**src/rtl/dsx_pkg.sv**
```systemverilog
package dsx_pkg;

    localparam int DSX_HALF_W = 16;
    localparam int DSX_HALVES = 2;

    typedef enum logic [1:0] {
        OP_HOLD  = 2'd0,
        OP_SHIFT = 2'd1,
        OP_LOAD  = 2'd2
    } half_op_e;

    typedef struct packed {
        logic freeze;
        logic shift;
        logic wr;
        logic hi_sel;
    } xchg_ctl_t;

    // Bus load has priority over shifting; freeze beats everything.
    function automatic half_op_e pick_op(input logic freeze, input logic load,
                                         input logic shift);
        if (freeze)     return OP_HOLD;
        else if (load)  return OP_LOAD;
        else if (shift) return OP_SHIFT;
        else            return OP_HOLD;
    endfunction

    // Does a bus write with this half select address half number idx?
    function automatic logic half_hit(input logic hi_sel, input int idx);
        return (idx == DSX_HALVES - 1) ? hi_sel : !hi_sel;
    endfunction

endpackage

```
**src/rtl/dsx_half.sv**
```systemverilog
module dsx_half
    import dsx_pkg::*;
#(
    parameter int W = DSX_HALF_W
) (
    input  logic         clk,
    input  logic         freeze,
    input  logic         load,
    input  logic         shift,
    input  logic         shift_in,
    input  logic [W-1:0] load_data,
    output logic [W-1:0] q
);

    half_op_e op;
    logic [W-1:0] q_r;

    always_comb op = pick_op(freeze, load, shift);

    // No reset term: contents survive every reset.
    always_ff @(posedge clk) begin
        case (op)
            OP_LOAD:  q_r <= load_data;
            OP_SHIFT: q_r <= {shift_in, q_r[W-1:1]};
            default:  q_r <= q_r;
        endcase
    end

    assign q = q_r;

    // a bus load lands exactly.
    a_r1_load_lands: assert property (@(posedge clk) disable iff (freeze)
        load |=> q == $past(load_data));

    // one shift step toward the LSB.
    a_r3_shift_step: assert property (@(posedge clk) disable iff (freeze)
        (shift && !load) |=> q == {$past(shift_in), $past(q[W-1:1])});

    // idle halves hold.
    a_r9_idle_hold: assert property (@(posedge clk) disable iff (freeze)
        (!shift && !load) |=> $stable(q));

endmodule

```
**src/rtl/dsx_port.sv**
```systemverilog
module dsx_port
    import dsx_pkg::*;
#(
    parameter int HALF_W = DSX_HALF_W,
    localparam int WORD_W = DSX_HALVES * HALF_W
) (
    input  logic [WORD_W-1:0] word,
    input  logic              hi_sel,
    input  logic              scan_sel,
    output logic [HALF_W-1:0] rdata,
    output logic              tdo
);

    always_comb begin
        rdata = hi_sel ? word[WORD_W-1 -: HALF_W] : word[HALF_W-1:0];
        tdo   = scan_sel & word[0];
    end

endmodule

```
**src/rtl/dbg_xchg_reg.sv**
```systemverilog
module dbg_xchg_reg
    import dsx_pkg::*;
#(
    parameter int HALF_W = DSX_HALF_W,
    localparam int NUM_HALVES = DSX_HALVES,
    localparam int WORD_W = NUM_HALVES * HALF_W
) (
    input  logic              clk,
    input  logic              rst,
    input  logic              cpu_hi_sel,
    input  logic              cpu_wr_en,
    input  logic [HALF_W-1:0] cpu_wdata,
    output logic [HALF_W-1:0] cpu_rdata,
    input  logic              scan_sel,
    input  logic              scan_shift,
    input  logic              tdi,
    output logic              tdo
);

    xchg_ctl_t         ctl;
    logic [WORD_W-1:0] word;

    always_comb begin
        ctl.freeze = rst;
        ctl.shift  = scan_sel & scan_shift;
        ctl.wr     = cpu_wr_en;
        ctl.hi_sel = cpu_hi_sel;
    end

    for (genvar g = 0; g < NUM_HALVES; g++) begin : g_half
        logic chain_in;
        logic [HALF_W-1:0] hq;

        if (g == NUM_HALVES - 1) begin : g_top
            assign chain_in = tdi;
        end else begin : g_link
            assign chain_in = word[(g+1)*HALF_W];
        end

        dsx_half #(.W(HALF_W)) u_half (
            .clk       (clk),
            .freeze    (ctl.freeze),
            .load      (ctl.wr & half_hit(ctl.hi_sel, g)),
            .shift     (ctl.shift),
            .shift_in  (chain_in),
            .load_data (cpu_wdata),
            .q         (hq)
        );

        assign word[g*HALF_W +: HALF_W] = hq;
    end

    dsx_port #(.HALF_W(HALF_W)) u_port (
        .word     (word),
        .hi_sel   (cpu_hi_sel),
        .scan_sel (scan_sel),
        .rdata    (cpu_rdata),
        .tdo      (tdo)
    );

    // after a pure shift, tdo shows the bit that was one place up.
    a_r4_tdo_follows: assert property (@(posedge clk) disable iff (rst)
        (scan_sel && scan_shift && !cpu_wr_en) |=> (!scan_sel || tdo == $past(word[1])));

    // unselected scan port never moves the word.
    a_r6_unselected_idle: assert property (@(posedge clk) disable iff (rst)
        (!scan_sel && !cpu_wr_en) |=> $stable(word));

    // unselected port is quiet.
    a_r4_tdo_quiet: assert property (@(posedge clk) disable iff (rst)
        !scan_sel |-> !tdo);

endmodule

```
**config.mk**
```make
export PLATFORM = sky130hd
export DESIGN_NAME = dbg_xchg_reg
export DESIGN_NICKNAME = d
export VERILOG_FILES = /design/src/rtl/dsx_pkg.sv /design/src/rtl/dsx_half.sv /design/src/rtl/dsx_port.sv /design/src/rtl/dbg_xchg_reg.sv
export SDC_FILE = /design/constraint.sdc
export NUM_CORES = 1
export LEC_CHECK = 0
export BUFFER_PORTS_ARGS = -buffer_cell sky130_fd_sc_hd__buf_2
export CAP_MARGIN = 20
export CORE_ASPECT_RATIO = 1.5
export CORE_MARGIN = 2
export CORE_UTILIZATION = 50
export CTS_CLUSTER_DIAMETER = 40
export DETAILED_ROUTE_END_ITERATION = 12
export GPL_TIMING_DRIVEN = 0
export HOLD_SLACK_MARGIN = 0.05
export PLACE_DENSITY = 0.86
export SLEW_MARGIN = 10
export SYNTH_ARGS = -nofsm -noshare
export SYNTH_HDL_FRONTEND = slang
export SYNTH_HIERARCHICAL = 1
export SYNTH_SLANG_ARGS = --single-unit
```
**constraint.sdc**
```tcl
create_clock -name clk -period 3.5 [get_ports clk]
set_input_delay 0.7 -clock clk [delete_from_list [all_inputs] [get_ports clk]]
set_output_delay 0.7 -clock clk [all_outputs]
set_load 0.02 [all_outputs]
```
=== After elaboration in Yosys (flattened, before gate mapping) ===
Cells that the tools add are included.

* Equal/unequal tests: 4
* Multiplexer cells: 8
* Bitwise operators: 4
* Reduce and logical (&&, ||, !) cells: 3

{| class="wikitable"
|+ Operators by type and width
! kind !! number
|-
| 16-bit one-hot mux with 2 select lines || 2
|-
| 16-bit 2-to-1 mux || 1
|-
| 2-bit 2-to-1 mux || 4
|-
| 1-bit AND || 4
|-
| 2-bit by 1-bit equality test with 1-bit output (second input constant) || 2
|-
| 2-bit equality test (second input constant) || 2
|-
| 2-bit nonzero test || 2
|-
| 1-bit logical NOT || 1
|-
| 1-bit 2-to-1 mux || 1
|}

* Bits in registers: 32
* Bits of input ports: 23
* Output and inout bits: 17

=== Logic depth before layout (Yosys ltp) ===
* Depth in word-level cells: 6
* Gate-level depth with buffers: 6
* Gate-level depth less buffers: 4

=== Hierarchy ===
Netlist, hierarchy kept.

{| class="wikitable"
|+ By module, submodules not included
! module !! times used !! cells an instance !! area each (µm²) !! seq. area each (µm²)
|-
| dsx_half || 2 || 38 || 759.5 || 480.5
|-
| dsx_port || 1 || 19 || 255.2 || 0.0
|-
| dbg_xchg_reg || 1 || 3 || 22.5 || 0.0
|}

=== Worst setup path before layout ===
No wires, ideal clock.

* Kind: input to register
* Start: input cpu_hi_sel
* End: register g_half[0].u_half.q_r[10], data pin
* Setup time: 0.260 ns
* Arrival time: 1.821 ns
* Data required time: 3.240 ns
* Slack: 1.419 ns
* Stages: 6
* Buffers on the path: 2
* Cells stage by stage: and2b_2 > nor3b_1 > ha_1 > buf_6 > buf_12 > mux2_4

* Longest elaborated chain between the ends: 6

{| class="wikitable"
|+ RTL lines
! element !! line !! RTL
|-
| from (decl) || dbg_xchg_reg.sv:10 || <nowiki>input logic cpu_hi_sel,</nowiki>
|-
| 1-bit logical NOT (*) || n/a ||
|-
| 1-bit AND (*) || dbg_xchg_reg.sv:43 || <nowiki>.load (ctl.wr & half_hit(ctl.hi_sel, g)),</nowiki>
|-
| 2-bit 2-to-1 mux (*) || dsx_pkg.sv:23 || <nowiki>else if (load) return OP_LOAD;</nowiki>
|-
| 2-bit 2-to-1 mux (*) || dsx_pkg.sv:22 || <nowiki>if (freeze) return OP_HOLD;</nowiki>
|-
| 2-bit by 1-bit equality test with 1-bit output / 2-bit equality test (equally long branches) || dsx_half.sv:22 || <nowiki>case (op)</nowiki>
|-
| 16-bit one-hot mux with 2 select lines (*) || dsx_half.sv:22 ||
|-
| to (signal assigned) || dsx_half.sv:23 || <nowiki>OP_LOAD: q_r <= load_data;</nowiki>
|-
| to (signal assigned) || dsx_half.sv:24 || <nowiki>OP_SHIFT: q_r <= {shift_in, q_r[W-1:1]};</nowiki>
|-
| to (signal assigned) || dsx_half.sv:25 || <nowiki>default: q_r <= q_r;</nowiki>
|-
| to (decl) || dsx_half.sv:16 || <nowiki>logic [W-1:0] q_r;</nowiki>
|}

Mark *: on every way between the ends. The rest lies on a longest branch, timed or not.
A chain may end at the register's enable or synchronous reset.

=== Final worst setup path ===
* Start: input cpu_hi_sel
* End: output cpu_rdata[4]

* Longest elaborated chain between the ends: 1

{| class="wikitable"
|+ RTL lines
! element !! line !! RTL
|-
| 16-bit 2-to-1 mux || dsx_port.sv:15 || <nowiki>rdata = hi_sel ? word[WORD_W-1 -: HALF_W] : word[HALF_W-1:0];</nowiki>
|-
| to (decl) || dbg_xchg_reg.sv:13 || <nowiki>output logic [HALF_W-1:0] cpu_rdata,</nowiki>
|}

No other way between the ends.

==> run_results.csv <==
group,metric,value,unit
synthesis,synth.avg_cell_area,18.3,um^2
cells_and_area,multiInputGateArea,734,um^2
cells_and_area,final_net_count,169,
grt,grt_pass1_wl,5280,um
min_path,hold_path_class,"flop to flop",
critical_path,cp.arrival,1.57,ns
clock_tree,htreeDepth,2,
clock_tree,clkTransAtPathRegs,0.06,ns
critical_path,crit_chain,"buf_2 -> buf_6 -> buf_12 -> mux2_4 -> buf_2",
critical_path,cp_data_required_time,2.80,ns
place,pre_cts_slack,1.09,ns
clock_tree,post_cts_buffers,0,
timing,fmax,0.441,GHz
clock_tree,cts_buffers,5,
critical_path,slowest_delay,0.30,ns
routing,vias,998,
cells_and_area,regArea,961,um^2
timing,rsz0062_at_grt,"no",
die,die-area,0.00410,mm^2
die,die_h,77.4,um
timing,finalHoldViolations,0,
synthesis,ys_seq_area_frac,0.535,
routing,drtPass1Iterations,4,
timing,drv_slew,0,
critical_path,slowest_stage,"mux2_4",
routing,avgViaCountPerCell,5.34,
status,outcome,"complete, no violations",
power_and_ir_drop,clockPowerShare,0.304,
synthesis,synth_nets,123,
place,hpwl,2310,um
die,dieWidth,52.9,um
cells_and_area,area_delta_synth_final,18.2,%
clock_tree,clock_latency,0.28,ns
critical_path,critPathTopFamily,"buffers and inverters",
power_and_ir_drop,irDropWorstVdd,306,uV
clock_tree,postCtsResizedCells,0,
power_and_ir_drop,pwr-share-comb,0.168,
timing,fin_worst_skew,0.00399,ns
place,dp_cells,179,
grt,antenna_found_initial,0,
power_and_ir_drop,powerDensity,412,mW/mm^2
critical_path,cp-start-kind,"input pin",
power_and_ir_drop,p_leak,0.875,nW
grt,overflow,0,
power_and_ir_drop,finalPower,0.000874,W
timing,fin_ws,1.23,ns
timing,setup_viol,0,
die,ios,40,
clock_tree,clock_path_buffers,2,
power_and_ir_drop,power_frac_seq,0.528,
timing,fin_crit_sh,0.648,
clock_tree,cts-root-buf,"clkbuf_8",
routing,drc,0,
routing,drt_first_iter_violations,16,
timing,slew_headroom,0.528,
place,port_buffers,39,
power_and_ir_drop,p_sw_frac,0.235,
power_and_ir_drop,switchingPower,0.000206,W
clock_tree,cts_tree,"yes",
timing,layout_min_cycle_time,2.27,ns
synthesis,syn_inst,98,
critical_path,worstPathMaxFanout,10,
synthesis,yosysWarnings,6,
cells_and_area,largest_reg_flops,32,
clock_tree,numClockSinks,32,
cells_and_area,drive_gt1_frac,0.690,
power_and_ir_drop,p_int,0.000669,W
synthesis,synth-seq-cells,32,
run,cap_violations,0,
synthesis,syn_area,0.00180,mm^2
routing,drt-wirelength-per-cell,17.3,um
grt,grt_max_degree,17,
critical_path,endpoint_kind,"primary output",
cells_and_area,n_antenna_cell,0,
routing,ant_nets,0,
routing,finalWirelength,3230,um
grt,grt_use_total,0.177,
cells_and_area,nFillCells,267,
synthesis,yosysUniqueCellTypes,12,
die,initial_core_util,0.526,
die,std_cell_rows,26,
critical_path,crit_type,"input pin to primary output",
die,core_area,0.00342,mm^2
place,gp_congestion,0.668,
critical_path,critical_path_buf_inv_count,4,
timing,tightest_slew,0.707,ns
clock_tree,cts-hold-fix-buffers,0,
critical_path,cp_common_cell,"buf_2",
grt,grt_pass1_vias,1110,
timing,fin_setup_tns,0,ns
cells_and_area,fin_cells,187,
kinds of logic (layout without fill, tap and decap cells):
family,after synthesis,in the layout,synth area share
adders and majority gates,2,2,0.0139
and+or+nand+nor,8,8,0.0313
buffers and inverters,8,55,0.0564
muxes,48,48,0.364
DFF,32,32,0.535
Yosys cell counts (all sizes together):
cell type | instances | area, um^2
nand2b | 2 | 12.5
and2b | 1 | 8.76
inv | 2 | 7.51
edfxtp | 32 | 961
buf | 6 | 93.8
nor3b | 2 | 15.0
mux2 | 48 | 653
and2 | 3 | 20.0
ha | 2 | 25.0
layer usage:
metal  wire length, um  GRT usage  share of wire  vias to the layer above
met5                 0          0              0                        -
met4                84     0.0821          0.026                        0
met3               203     0.0462          0.063                        9
met2              1750      0.294           0.54                       40
met1              1200      0.208           0.37                      485
li1                  -          -              -                      464
power groups by stage:
stage                     Clock, W  Combinational, W  Sequential (W)
after global placement           0          0.000144        0.000468
after global routing      0.000286          0.000156        0.000465
after floorplan                  0          0.000107        0.000465
final                     0.000266          0.000147        0.000462
after detailed placement         0          0.000148        0.000470
after CTS                 0.000273          0.000148        0.000462
through the flow:
stage / hold WS (ns) / cell area, um^2 / utilization
final: 0.581 / 2120 / 0.622
after global routing: 0.602 / 2120 / 0.622
after CTS: 0.588 / 2120 / 0.622
after detailed placement: 0.565 / 2040 / 0.599
after global placement: 0.559 / 2040 / 0.599
after floorplan: 0.544 / 1800 / -
area by class of cell:
class / count / area share
plain buffers: 6 / 0.0442
clock buffers: 7 / 0.0359
clock inverters: 1 / 0.00177
inverters: 2 / 0.00353
multi-input cells: 58 / 0.346
flip-flops and latches: 32 / 0.452
well taps: 42 / 0.0247
repair buffers: 39 / 0.0919
path summary, 6_finish.rpt:
path | cells past startpoint | endpoint | slack [ns] | start
max | 5 | cpu_rdata[4] | 1.23 | cpu_hi_sel
min | 1 | g_half[1].u_half/q[0] | 0.58 | g_half[1].u_half/q[1]
max reg2reg | 1 | g_half[1].u_half/q[12] | 2.55 | g_half[1].u_half/q[13]
min reg2reg | 1 | g_half[1].u_half/q[0] | 0.58 | g_half[1].u_half/q[1]
cell usage in the layout (no fill, tap or decap):
cell type	count
and2b_2	1
buf_2	39
inv_1	2
clkinv_1	1
clkbuf_8	5
edfxtp_1	32
nand2b_1	2
mux2_4	30
nor3b_1	2
ha_1	2
clkbuf_1	2
mux2_2	18
and2_1	2
buf_6	3
buf_12	3
and2_2	1
Note: power is estimated with default switching activity, not from simulation.
